$ cat src/rtl/flash_rd_pkg.sv
`timescale 1ns/1ps
package flash_rd_pkg;

    typedef enum logic [1:0] {
        ST_IDLE   = 2'd0,
        ST_ACCESS = 2'd1,
        ST_FLOAT  = 2'd2
    } seq_state_e;

    // Whole clock cycles covering a delay, rounded up.
    function automatic int unsigned ns_to_cycles(input int unsigned t_ns,
                                                 input int unsigned clk_ns);
        return (t_ns + clk_ns - 1) / clk_ns;
    endfunction

    function automatic int unsigned max_u(input int unsigned a, input int unsigned b);
        return (a > b) ? a : b;
    endfunction

endpackage

$ cat src/rtl/frs_cycle_timer.sv
`timescale 1ns/1ps
module frs_cycle_timer #(
    parameter int unsigned CNT_W = 4
) (
    input  logic             clk,
    input  logic             rst_n,
    input  logic             start,
    output logic [CNT_W-1:0] count
);
    localparam logic [CNT_W-1:0] CNT_TOP = {CNT_W{1'b1}};

    logic [CNT_W-1:0] cnt_d, cnt_q;

    always_comb begin
        cnt_d = cnt_q;
        if (start) begin
            cnt_d = CNT_W'(1);
        end else if (cnt_q != CNT_TOP) begin
            cnt_d = cnt_q + CNT_W'(1);
        end
    end

    always_ff @(posedge clk or negedge rst_n) begin
        if (!rst_n) cnt_q <= '0;
        else        cnt_q <= cnt_d;
    end

    assign count = cnt_q;

endmodule

$ cat src/rtl/frs_ctrl.sv
`timescale 1ns/1ps
module frs_ctrl
    import flash_rd_pkg::*;
#(
    parameter int unsigned ADDR_W    = 18,
    parameter int unsigned CNT_W     = 4,
    parameter int unsigned HOLD_CYC  = 4,
    parameter int unsigned OE_START  = 2,
    parameter int unsigned FLOAT_CYC = 2
) (
    input  logic              clk,
    input  logic              rst_n,
    input  logic              req_valid,
    input  logic [ADDR_W-1:0] req_addr,
    output logic              req_ready,
    input  logic [CNT_W-1:0]  count,
    output logic              cnt_start,
    output logic              capture,
    output logic [ADDR_W-1:0] fl_addr,
    output logic              fl_ce_n,
    output logic              fl_oe_n
);
    localparam bit               OE_AT_ACCEPT = (OE_START == 0);
    localparam logic [CNT_W-1:0] HOLD_C  = CNT_W'(HOLD_CYC);
    localparam logic [CNT_W-1:0] OE_C    = CNT_W'(OE_START);
    localparam logic [CNT_W-1:0] FLOAT_C = CNT_W'(FLOAT_CYC);
    localparam logic [CNT_W-1:0] CNT_TOP = {CNT_W{1'b1}};

    typedef struct packed {
        seq_state_e        state;
        logic [ADDR_W-1:0] addr;
        logic              ce_n;
        logic              oe_n;
    } ctrl_t;

    ctrl_t c_d, c_q;

    always_comb begin
        c_d       = c_q;
        cnt_start = 1'b0;
        capture   = 1'b0;
        case (c_q.state)
            ST_IDLE: begin
                if (req_valid) begin
                    c_d.state = ST_ACCESS;
                    c_d.addr  = req_addr;
                    c_d.ce_n  = 1'b0;
                    c_d.oe_n  = !OE_AT_ACCEPT;
                    cnt_start = 1'b1;
                end
            end
            ST_ACCESS: begin
                if (!OE_AT_ACCEPT && count == OE_C) begin
                    c_d.oe_n = 1'b0;
                end
                if (count == HOLD_C) begin
                    capture   = 1'b1;
                    c_d.ce_n  = 1'b1;
                    c_d.oe_n  = 1'b1;
                    c_d.state = ST_FLOAT;
                    cnt_start = 1'b1;
                end
            end
            ST_FLOAT: begin
                if (count == FLOAT_C) begin
                    c_d.state = ST_IDLE;
                end
            end
            default: begin
                c_d.state = ST_IDLE;
                c_d.ce_n  = 1'b1;
                c_d.oe_n  = 1'b1;
            end
        endcase
    end

    always_ff @(posedge clk or negedge rst_n) begin
        if (!rst_n) begin
            c_q.state <= ST_IDLE;
            c_q.addr  <= '0;
            c_q.ce_n  <= 1'b1;
            c_q.oe_n  <= 1'b1;
        end else begin
            c_q <= c_d;
        end
    end

    assign req_ready = (c_q.state == ST_IDLE);
    assign fl_addr   = c_q.addr;
    assign fl_ce_n   = c_q.ce_n;
    assign fl_oe_n   = c_q.oe_n;

    // Observation counters for the window checks below.
    logic [CNT_W-1:0] ce_low_q, ce_high_q;
    always_ff @(posedge clk or negedge rst_n) begin
        if (!rst_n) begin
            ce_low_q  <= '0;
            ce_high_q <= CNT_TOP;
        end else begin
            ce_low_q  <= fl_ce_n ? '0 : ((ce_low_q == CNT_TOP) ? ce_low_q : ce_low_q + CNT_W'(1));
            ce_high_q <= !fl_ce_n ? '0 : ((ce_high_q == CNT_TOP) ? ce_high_q : ce_high_q + CNT_W'(1));
        end
    end

    p_busy_not_ready_r2: assert property (@(posedge clk) disable iff (!rst_n)
        !fl_ce_n |-> !req_ready);

    p_addr_stable_r3: assert property (@(posedge clk) disable iff (!rst_n)
        (!fl_ce_n && $past(!fl_ce_n)) |-> $stable(fl_addr));

    p_oe_inside_ce_r4: assert property (@(posedge clk) disable iff (!rst_n)
        !fl_oe_n |-> !fl_ce_n);

    p_ce_width_r5: assert property (@(posedge clk) disable iff (!rst_n)
        $rose(fl_ce_n) |-> (ce_low_q == HOLD_C));

    p_float_gap_r7: assert property (@(posedge clk) disable iff (!rst_n)
        $fell(fl_ce_n) |-> (ce_high_q >= FLOAT_C));

endmodule

$ cat src/rtl/frs_capture.sv
`timescale 1ns/1ps
module frs_capture #(
    parameter int unsigned DATA_W = 8
) (
    input  logic              clk,
    input  logic              rst_n,
    input  logic              capture,
    input  logic [DATA_W-1:0] bus_data,
    output logic              rsp_valid,
    output logic [DATA_W-1:0] rsp_data
);
    typedef struct packed {
        logic              valid;
        logic [DATA_W-1:0] data;
    } cap_t;

    cap_t r_d, r_q;

    always_comb begin
        r_d       = r_q;
        r_d.valid = capture;
        if (capture) r_d.data = bus_data;
    end

    always_ff @(posedge clk or negedge rst_n) begin
        if (!rst_n) r_q <= '0;
        else        r_q <= r_d;
    end

    assign rsp_valid = r_q.valid;
    assign rsp_data  = r_q.data;

    p_single_strobe_r6: assert property (@(posedge clk) disable iff (!rst_n)
        rsp_valid |=> !rsp_valid);

    p_data_hold_r8: assert property (@(posedge clk) disable iff (!rst_n)
        (!rsp_valid && $past(rst_n)) |-> $stable(rsp_data));

endmodule

$ cat src/rtl/flash_read_seq.sv
`timescale 1ns/1ps
module flash_read_seq
    import flash_rd_pkg::*;
#(
    parameter int unsigned CLK_PERIOD_NS = 20,
    parameter int unsigned T_ACC_NS      = 70,
    parameter int unsigned T_CE_NS       = 70,
    parameter int unsigned T_OE_NS       = 35,
    parameter int unsigned T_DF_NS       = 25,
    parameter int unsigned ADDR_W        = 18,
    parameter int unsigned DATA_W        = 8
) (
    input  logic              clk,
    input  logic              rst_n,
    input  logic              req_valid,
    output logic              req_ready,
    input  logic [ADDR_W-1:0] req_addr,
    output logic              rsp_valid,
    output logic [DATA_W-1:0] rsp_data,
    output logic [ADDR_W-1:0] fl_addr,
    output logic              fl_ce_n,
    output logic              fl_oe_n,
    input  logic [DATA_W-1:0] fl_dq
);
    localparam int unsigned ACC_CYC   = ns_to_cycles(T_ACC_NS, CLK_PERIOD_NS);
    localparam int unsigned CE_CYC    = ns_to_cycles(T_CE_NS, CLK_PERIOD_NS);
    localparam int unsigned OE_CYC    = max_u(ns_to_cycles(T_OE_NS, CLK_PERIOD_NS), 1);
    localparam int unsigned HOLD_CYC  = max_u(max_u(ACC_CYC, CE_CYC), OE_CYC);
    localparam int unsigned OE_START  = HOLD_CYC - OE_CYC;
    localparam int unsigned FLOAT_CYC = max_u(ns_to_cycles(T_DF_NS, CLK_PERIOD_NS), 1);
    localparam int unsigned CNT_W     = $clog2(max_u(HOLD_CYC, FLOAT_CYC) + 1) + 1;

    logic [CNT_W-1:0] count;
    logic             cnt_start;
    logic             capture;

    frs_cycle_timer #(.CNT_W(CNT_W)) u_timer (
        .clk   (clk),
        .rst_n (rst_n),
        .start (cnt_start),
        .count (count)
    );

    frs_ctrl #(
        .ADDR_W    (ADDR_W),
        .CNT_W     (CNT_W),
        .HOLD_CYC  (HOLD_CYC),
        .OE_START  (OE_START),
        .FLOAT_CYC (FLOAT_CYC)
    ) u_ctrl (
        .clk       (clk),
        .rst_n     (rst_n),
        .req_valid (req_valid),
        .req_addr  (req_addr),
        .req_ready (req_ready),
        .count     (count),
        .cnt_start (cnt_start),
        .capture   (capture),
        .fl_addr   (fl_addr),
        .fl_ce_n   (fl_ce_n),
        .fl_oe_n   (fl_oe_n)
    );

    frs_capture #(.DATA_W(DATA_W)) u_capture (
        .clk       (clk),
        .rst_n     (rst_n),
        .capture   (capture),
        .bus_data  (fl_dq),
        .rsp_valid (rsp_valid),
        .rsp_data  (rsp_data)
    );

endmodule

$ cat config.mk
export PLATFORM = sky130hd
export DESIGN_NAME = flash_read_seq
export DESIGN_NICKNAME = d
export VERILOG_FILES = /design/src/rtl/flash_rd_pkg.sv /design/src/rtl/frs_cycle_timer.sv /design/src/rtl/frs_ctrl.sv /design/src/rtl/frs_capture.sv /design/src/rtl/flash_read_seq.sv
export SDC_FILE = /design/constraint.sdc
export NUM_CORES = 1
export LEC_CHECK = 0
export BUFFER_PORTS_ARGS = -buffer_cell sky130_fd_sc_hd__buf_2
export CAP_MARGIN = 20
export CORE_UTILIZATION = 40
export CTS_CLUSTER_SIZE = 24
export DETAILED_ROUTE_END_ITERATION = 10
export PLACE_DENSITY_LB_ADDON = 0.12
export SYNTH_ARGS = -nofsm -noshare
export SYNTH_HDL_FRONTEND = slang
export SYNTH_SLANG_ARGS = --single-unit
$ cat constraint.sdc
create_clock -name clk -period 2 [get_ports clk]
set_input_delay 0.2 -clock clk [delete_from_list [all_inputs] [get_ports clk]]
set_output_delay 0.2 -clock clk [all_outputs]
set_load 0.02 [all_outputs]
==> out/metrics.yaml, run 1 <==
grt_usage_pct: 14.2
grt_overflow: 0
drt_iter0_drc: 25
clkSlewWorstSetupHoldPaths_ns: 0.07
clockRootBuffer: "clkbuf_8"
h-tree-depth: 2
status: "complete, but fails checks"
cts_setup_buffers: 0
layout_min_cycle_time_ns: 1.80
rr_endpoint: "u_capture.rsp_data[2]$_DFFE_PN0P_"
path_max_fanout: 11
first_pass_iters: 4
max_freq_mhz: 555
fill_cells: 379
placementRows: 23
clockBufferDepth: 2
violations: "hold timing"
core_mm2: 0.00400
start_util_pct: 41.4
ys_ff_latch: 35
p_leak_nw: 0.963
stdcell_area_mm2: 0.00192
synth_nets: 149
timing.slew.headroom_pct: 50.5
placed_cell_area_mm2: 0.00183
die_w_um: 66.3
worst_slew_pin_slew_ns: 0.742
p_int_mw: 2.07
finalHoldViolCount: 33
worstPathArrival_ns: 1.97
combPwrFrac_pct: 46.4
vias_per_cell: 4.57
yosys_warnings: 0
hp-class: "primary input to asynchronous set/reset pin"
fin_skew_ns: 0.00798
end_kind: "flip-flop"
synth_cell_types: 27
rr_worst_depth: 5
slew_violations: 0
syn-cell-area_mm2: 0.00166
swShare_pct: 38.0
ant_nets: 0
critPathLaunchType: "flip-flop"
area_delta_synth_final_pct: 16.1
power.share.sequential_pct: 38.0
vias: 968
hpwl_um: 1900
yosysSeqAreaShare_pct: 53.1
place.gp.congestion: 0.702
antenna_found_initial: 0
maxCapViolations: 0
rsz0062_at_grt: "false"
crit_type: "flip-flop to flip-flop"
clock_sinks: 35
cts_buffers: 5
grt_pass1_wl_um: 4490
setup_viol: 0
ios: 59
tns_ns: 0
cts_tree: "yes"
dieArea_mm2: 0.00440
cts_resized: 0
layout.nets: 193
fp.dieH_um: 66.3
hold_buffers: 0
period_share_pct: 90.1
num_antenna_cells: 0
p_sw_mw: 1.27
layout_commonest_cell: "buf_2"
timing.hold.ws_ns: -0.0214
avgRoutedWirePerCell_um: 13.0
clk_latency_ns: 0.28
vdd_drop_max_mv: 0.704
grt_max_degree: 36
routed_wirelength_um: 2770
required_ns: 2.17
grt_pass1_vias: 994
syn_inst: 117
route.detailed.drc: 0
drive_gt1_share_pct: 61.7
clkPwrFrac_pct: 15.7
r2r-start: "u_timer.count[0]$_DFFE_PN0P_"
layout_common_cells: "58 x buf_2, 33 x dfrtp_1, 15 x mux2_4, 11 x mux2_2, 6 x clkbuf_8"
avgSynthCellArea_um2: 14.1
r2r_slack_ns: 0.20
power.density_mw_per_mm2: 1740
io_buffers: 58
-- flip-flops by register name, indices dropped and copies added (netlist names) --
signal and cells:
u_ctrl.c_q 2, u_capture.rsp_valid 1, u_timer.count 4, u_ctrl.fl_ce_n 1, u_capture.rsp_data 8, u_ctrl.fl_addr 18
u_ctrl.fl_oe_n 1
-- cell usage after synthesis --
library cell	count	share of area (%)
nor3_1	3	0.91
nor2_1	4	0.91
ha_1	3	2.3
a2111oi_2	1	0.91
a31o_2	1	0.53
mux2i_1	1	0.60
inv_1	5	1.1
xnor2_1	1	0.53
mux2_4	15	14
a31oi_1	1	0.38
dfrtp_1	33	50
dfstp_2	2	3.2
a211oi_1	2	0.91
nor3_4	1	0.98
nand3b_1	2	0.91
and2_4	1	0.53
a21o_1	1	0.45
nand2_1	1	0.23
or3_1	1	0.38
a21bo_2	1	0.60
buf_12	1	1.2
mux2_2	11	7.5
nor2_2	1	0.38
buf_6	3	2.0
buf_4	18	8.2
nand3_1	2	0.60
o21ai_0	1	0.30
-- metal layers --
metal | vias to the layer above | share of wire [%] | global-route usage, %
met3 | 6 | 7.6 | 6.55
met4 | 0 | 1.7 | 5.59
li1 | 466 | - | -
met1 | 453 | 45 | 16.7
met5 | - | 0 | 0
met2 | 43 | 45 | 22.4
-- critical path, stage by stage (launching register included) --
cell and delay (ns):
dfrtp_1 0.40, inv_1 0.12, ha_1 0.16, nand3b_1 0.19, nor3_4 0.44, mux2_2 0.39
-- worst max path at each step --
stage / from / endpoint / cells after the start
4_1_cts: u_timer.count[0]$_DFFE_PN0P_ / u_capture.rsp_data[2]$_DFFE_PN0P_ / 5
2_1_floorplan: u_timer.count[0]$_DFFE_PN0P_ / u_capture.rsp_data[0]$_DFFE_PN0P_ / 6
5_1_grt: u_timer.count[0]$_DFFE_PN0P_ / u_capture.rsp_data[1]$_DFFE_PN0P_ / 5
3_3_place_gp: u_timer.count[0]$_DFFE_PN0P_ / u_capture.rsp_data[4]$_DFFE_PN0P_ / 5
6_report: u_timer.count[0]$_DFFE_PN0P_ / u_capture.rsp_data[2]$_DFFE_PN0P_ / 5
3_5_place_dp: u_timer.count[0]$_DFFE_PN0P_ / u_capture.rsp_data[2]$_DFFE_PN0P_ / 5
-- final cells by class --
class | count | area, µm² | share of cell area (%)
Clock inverter | 1 | 8.76 | 0.456
Multi-Input combinational cell | 55 | 569 | 29.6
Clock buffer | 7 | 86.3 | 4.49
Timing Repair Buffer | 59 | 298 | 15.5
Sequential cell | 35 | 878 | 45.7
Inverter | 5 | 18.8 | 0.977
Tap cell | 50 | 62.6 | 3.26
-- power by group through the flow --
stage	Clock, mW	Combinational, mW	Sequential (mW)
detailed placement	0	1.56	1.28
CTS	0.545	1.57	1.27
floorplan	0	1.33	1.37
global route	0.588	1.67	1.32
finish	0.524	1.55	1.27
global placement	0	1.52	1.27
-- kinds of logic (layout without fill, tap and decap cells) --
group / count (synthesis) / count (layout) / share of synthesized area [%]
flip-flops: 35 / 35 / 53.1
multiplexers: 27 / 27 / 21.7
buffers and inverters: 27 / 72 / 12.5
AND/OR/NAND/NOR: 16 / 16 / 5.82
AO/OA/AOI/OAI: 8 / 8 / 4.08
adder cells (fa/ha/maj): 3 / 3 / 2.27
XOR/XNOR: 1 / 1 / 0.529
-- through the flow --
step	worst slack (ns)	power [mW]	hold slack, ns	cells	utilization (%)
2_1_floorplan	0.383	2.69	-0.0956	117	-
3_3_place_gp	0.256	2.79	0.312	204	45.7
3_5_place_dp	0.177	2.84	0.322	204	45.7
4_1_cts	0.164	3.39	0.00927	212	48.0
5_1_grt	0.0279	3.58	0.0316	212	48.0
6_report	0.198	3.34	-0.0214	212	48.0
(Power assumes the default switching activity.)
==> run 2, diff against run 1 <==
CORE_MARGIN = 2   (was default)
TNS_END_PERCENT = 50   (was default)
==> run 2 against run 1 <==
Compared with the run above:
- wire length up 0.40%
- die area increased by 6.1%
- global-route usage is 1.3 points lower
- maximum frequency down 0.61%
- flip-flop and latch count unchanged
- sequential power about the same
- the run still ends with hold timing left
- clock power grew 5.9%
- final cell count stayed put
- via count grew 2.6%
==> out/metrics.yaml, run 2 (synthesized netlist as in run 1, its figures left out) <==
status: "complete, but fails checks"
violations: "hold timing"
routed-wl-met3_um: 214  # +1.9%
die_w_um: 68.3  # +3.0%
setup_viol: 0  # unchanged
cts_setup_buffers: 0  # unchanged
ant_nets: 0  # unchanged
layout_common_cells: "58 x buf_2, 33 x dfrtp_1, 15 x mux2_4, 11 x mux2_2, 7 x clkbuf_8"
layout.nets: 193  # unchanged
wl_met2_um: 1240  # -1.5%
clockRootBuffer: "clkbuf_8"
crit_path_max_incr_delay_ns: 0.44  # about the same
p_leak_nw: 0.965  # +0.21%
start_util_pct: 41.4  # unchanged
grt_usage_pct: 12.9  # -1.3 points
timing.slew.headroom_pct: 48.0  # -2.6 points
maxCapViolations: 0  # unchanged
io_buffers: 58  # unchanged
path_max_fanout: 11  # unchanged
fill_cells: 364  # -4.0%
avgRoutedWirePerCell_um: 13.1  # +0.40%
antenna_found_initial: 0  # unchanged
topRoutingLayerUsed: "met4"
path_cells: "inv_1 -> ha_1 -> nand3b_1 -> nor3_4 -> mux2_2"
critPathLaunchType: "flip-flop"
hold_buffers: 0  # unchanged
core_mm2: 0.00400  # unchanged
hp-class: "primary input to asynchronous set/reset pin"
layout_commonest_cell: "buf_2"
worstPathArrival_ns: 1.98  # about the same
drive_gt1_share_pct: 62.3  # +0.62 points
tns_ns: 0  # unchanged
routed_wirelength_um: 2780  # +0.40%
crit_buf_inv: 1  # unchanged
cpMaxStageDelayCell: "nor3_4"
clockBufferDepth: 2  # unchanged
grt_pass1_vias: 983  # -1.1%
clk_latency_ns: 0.28  # about the same
vias: 993  # +2.6%
area_delta_synth_final_pct: 16.6
met1_length_um: 1290  # +3.3%
power.density_mw_per_mm2: 1740  # +0.24%
end_kind: "flip-flop"
required_ns: 2.16  # about the same
crit_family: "simple AND/OR/NAND/NOR gates"
p_total_mw: 3.37  # +0.70%
max_freq_mhz: 551  # -0.61%
timing.hold.ws_ns: -0.00182  # +0.0196 ns
num_antenna_cells: 0  # unchanged
hpwl_um: 2000  # +4.8%
finalHoldViolCount: 4  # -88%
first_pass_iters: 4  # unchanged
clkSlewWorstSetupHoldPaths_ns: 0.07  # about the same
grt_overflow: 0  # unchanged
slew_violations: 0  # unchanged
ios: 59  # unchanged
cts_tree: "yes"
period_share_pct: 90.7  # +0.56 points
placementRows: 23  # unchanged
grt_max_degree: 36  # unchanged
vias_per_cell: 4.68  # +2.6%
drt_iter0_drc: 16  # -36%
vdd_drop_max_mv: 0.727  # +3.3%
worst_slew_pin_slew_ns: 0.781  # +0.0388 ns
rsz0062_at_grt: "false"
fp.dieH_um: 68.3  # +3.0%
crit_type: "flip-flop to flip-flop"
largest_reg_flops: 18  # unchanged
dieArea_mm2: 0.00467  # +6.1%
route.detailed.drc: 0  # unchanged
cts_buffers: 5  # unchanged
place.gp.congestion: 0.676  # -3.7%
grt_pass1_wl_um: 4340  # -3.2%
clock_sinks: 35  # unchanged
cts_resized: 0  # unchanged
fin_skew_ns: 0.00158  # -0.00640 ns
layout_min_cycle_time_ns: 1.81  # +0.0111 ns
h-tree-depth: 2  # unchanged
==> run 2: layout make-up <==
type                            count  area, µm²  area share (%)
Multi-Input combinational cell     55        569            29.5
Inverter                            5       18.8           0.972
Sequential cell                    35        878            45.5
Clock inverter                      1       7.51           0.389
Tap cell                           50       62.6            3.24
Timing Repair Buffer               59        298            15.4
Clock buffer                        7       96.3            4.99
==> run 2: stage by stage <==
stage	instance area (µm²)	std cells	hold slack, ns	setup slack (ns)	util, %
after floorplan	1660	117	-0.0956	0.383	-
after global placement	1830	204	0.311	0.254	45.7
after detailed placement	1830	204	0.322	0.162	45.7
after CTS	1930	212	0.00878	0.159	48.3
after global routing	1930	212	0.0556	0.0424	48.3
final	1930	212	-0.00182	0.187	48.3
==> run 2: final timing paths <==
kind                                                   start                                 to  slack (ns)  cells past startpoint
max                             u_timer.count[0]$_DFFE_PN0P_  u_capture.rsp_data[4]$_DFFE_PN0P_        0.19                      5
min                                                    rst_n  u_capture.rsp_data[4]$_DFFE_PN0P_      -0.002                      1
max reg2reg                     u_timer.count[0]$_DFFE_PN0P_  u_capture.rsp_data[4]$_DFFE_PN0P_        0.19                      5
min reg2reg                u_capture.rsp_data[2]$_DFFE_PN0P_  u_capture.rsp_data[2]$_DFFE_PN0P_        0.50                      1
max in group asynchronous                              rst_n      u_ctrl.fl_addr[9]$_DFFE_PN0P_        1.51                      1
min in group clk                                req_addr[11]     u_ctrl.fl_addr[11]$_DFFE_PN0P_        0.15                      2
==> run 2: power breakdown <==
group / leakage, nW / internal, mW / switching [mW] / total (mW)
registers: 0.417 / 1.06 / 0.205 / 1.27
logic: 0.497 / 0.731 / 0.814 / 1.55
clock network: 0.0505 / 0.313 / 0.242 / 0.555
total: 0.965 / 2.10 / 1.26 / 3.37
==> run 2: layer usage <==
metal  track usage (%)  up-vias
li1                  -      467
met1              16.9      478
met2              19.2       44
met3              5.43        4
met4              4.50        0
met5                 0        -
==> run 3, diff against run 2 <==
CELL_PAD_IN_SITES_DETAIL_PLACEMENT = 0   (was default)
CELL_PAD_IN_SITES_GLOBAL_PLACEMENT = 1   (was default)
CORE_UTILIZATION = 38   (was 40)
==> run 3 against run 2 <==
Compared with the run above:
- the flow still finishes with violations (hold timing)
- final cell count increased by 0.94%
- critical path type unchanged
- clock power decreased by 1%
- largest cell class unchanged
- global-route usage increased by 0.17 points
- largest power group unchanged
- sequential power about the same
- critical endpoint is now u_capture.rsp_data[5]$_DFFE_PN0P_
- critical path depth increased by 1
==> out/metrics.yaml, run 3 (synthesized netlist as in run 1, its figures left out) <==
status: "complete, but fails checks"
violations: "hold timing"
layout.nets: 193  # unchanged
clk_latency_ns: 0.28  # about the same
clockRootBuffer: "clkbuf_8"
critPathLaunchType: "flip-flop"
period_share_pct: 86.6  # -4.1 points
cpMaxStageDelayCell: "dfrtp_1"
vias_per_cell: 4.69  # about the same
layout_common_cells: "58 x buf_2, 33 x dfrtp_1, 15 x mux2_4, 11 x mux2_2, 7 x clkbuf_8"
route.detailed.drc: 0  # unchanged
dieArea_mm2: 0.00490  # +4.9%
path_cells: "inv_1 -> ha_1 -> nand3b_1 -> nor3_4 -> buf_4 -> mux2_2"
r2r_slack_ns: 0.27  # +0.08 ns
io_buffers: 58  # unchanged
grt_pass1_wl_um: 5050  # +16%
area_delta_synth_final_pct: 16.6  # about the same
cts_buffers: 5  # unchanged
p_leak_nw: 0.966  # +0.11%
grt_usage_pct: 13.1  # +0.17 points
place.gp.congestion: 0.715  # +5.9%
fp.dieH_um: 70  # +2.4%
avgRoutedWirePerCell_um: 13.0  # -0.90%
crit_path_max_incr_delay_ns: 0.40  # -0.04 ns
hpwl_um: 1950  # -2.4%
grt_overflow: 0  # unchanged
rsz0062_at_grt: "false"
vdd_drop_max_mv: 0.679  # -6.6%
rr_endpoint: "u_capture.rsp_data[5]$_DFFE_PN0P_"
drt_iter0_drc: 22  # +6
placementRows: 24  # +4.3%
path_max_fanout: 14  # +3
cts_resized: 0  # unchanged
layout_commonest_cell: "buf_2"
hold_buffers: 0  # unchanged
vias: 1003  # +1.0%
rr_worst_depth: 6  # +1
p_total_mw: 3.36  # -0.25%
tns_ns: 0  # unchanged
cts_setup_buffers: 0  # unchanged
crit_buf_inv: 2  # +1
core_mm2: 0.00426  # +6.6%
largest_reg_flops: 18  # unchanged
h-tree-depth: 2  # unchanged
hp-class: "primary input to asynchronous set/reset pin"
num_antenna_cells: 0  # unchanged
fin_skew_ns: 0.00522  # +0.00364 ns
start_util_pct: 38.8  # -2.6 points
r2r-start: "u_timer.count[0]$_DFFE_PN0P_"
grt_max_degree: 36  # unchanged
clock_sinks: 35  # unchanged
ios: 59  # unchanged
timing.hold.ws_ns: -0.00715  # -0.00534 ns
max_freq_mhz: 577  # +4.7%
crit_family: "flip-flops"
antenna_found_initial: 0  # unchanged
clockBufferDepth: 2  # unchanged
finalHoldViolCount: 14  # +10
required_ns: 2.17  # about the same
setup_viol: 0  # unchanged
grt_pass1_vias: 1072  # +9.1%
layout_min_cycle_time_ns: 1.73  # -0.0812 ns
die_w_um: 70  # +2.4%
drive_gt1_share_pct: 61.7  # -0.62 points
ant_nets: 0  # unchanged
clkSlewWorstSetupHoldPaths_ns: 0.07  # about the same
maxCapViolations: 0  # unchanged
cts_tree: "yes"
end_kind: "flip-flop"
worstPathArrival_ns: 1.90  # -0.08 ns
crit_type: "flip-flop to flip-flop"
timing.slew.headroom_pct: 48.5  # +0.51 points
power.density_mw_per_mm2: 1740  # -0.19%
slew_violations: 0  # unchanged
worst_slew_pin_slew_ns: 0.773  # -0.00765 ns
routed_wirelength_um: 2780  # about the same
first_pass_iters: 3  # -1
## run 3: report_power, final
| group | internal (mW) | total [mW] | switching [mW] |
|---|---|---|---|
| sequential | 1.06 | 1.27 | 0.205 |
| combinational | 0.730 | 1.54 | 0.814 |
| clock | 0.314 | 0.547 | 0.233 |
| total | 2.10 | 3.36 | 1.25 |
## run 3: how the worst max path moves through the flow
stage / end / from / cells past startpoint
6_report: u_capture.rsp_data[5]$_DFFE_PN0P_ / u_timer.count[0]$_DFFE_PN0P_ / 6
5_1_grt: u_capture.rsp_data[4]$_DFFE_PN0P_ / u_timer.count[0]$_DFFE_PN0P_ / 6
4_1_cts: u_capture.rsp_data[5]$_DFFE_PN0P_ / u_timer.count[0]$_DFFE_PN0P_ / 6
3_5_place_dp: u_capture.rsp_data[5]$_DFFE_PN0P_ / u_timer.count[0]$_DFFE_PN0P_ / 6
3_3_place_gp: u_capture.rsp_data[0]$_DFFE_PN0P_ / u_timer.count[0]$_DFFE_PN0P_ / 6
2_1_floorplan: u_capture.rsp_data[0]$_DFFE_PN0P_ / u_timer.count[0]$_DFFE_PN0P_ / 6
## run 3: cell type report
type | instances | area, µm²
clock buffer | 8 | 100
sequential | 35 | 878
timing repair buffer | 59 | 298
multi-input combinational | 55 | 569
tap | 52 | 65.1
inverter | 5 | 18.8
fill | 417 | 2330
## run 3: layer usage
layer	share of wire (%)	track usage, %	vias to the layer above
met3	6.8	5.34	7
li1	-	-	469
met1	45	16.7	490
met4	1.5	5.13	0
met5	0	0	-
met2	47	19.8	37
## run 3: through the flow
stage	setup WS, ns	util (%)	cell area (µm²)	std cells	hold WS, ns
finish	0.268	45.2	1930	214	-0.00715
global route	0.140	45.2	1930	214	0.0582
CTS	0.255	45.2	1930	214	0.0149
detailed placement	0.259	42.9	1830	206	0.329
global placement	0.342	42.9	1830	206	0.320
floorplan	0.383	-	1660	117	-0.0956
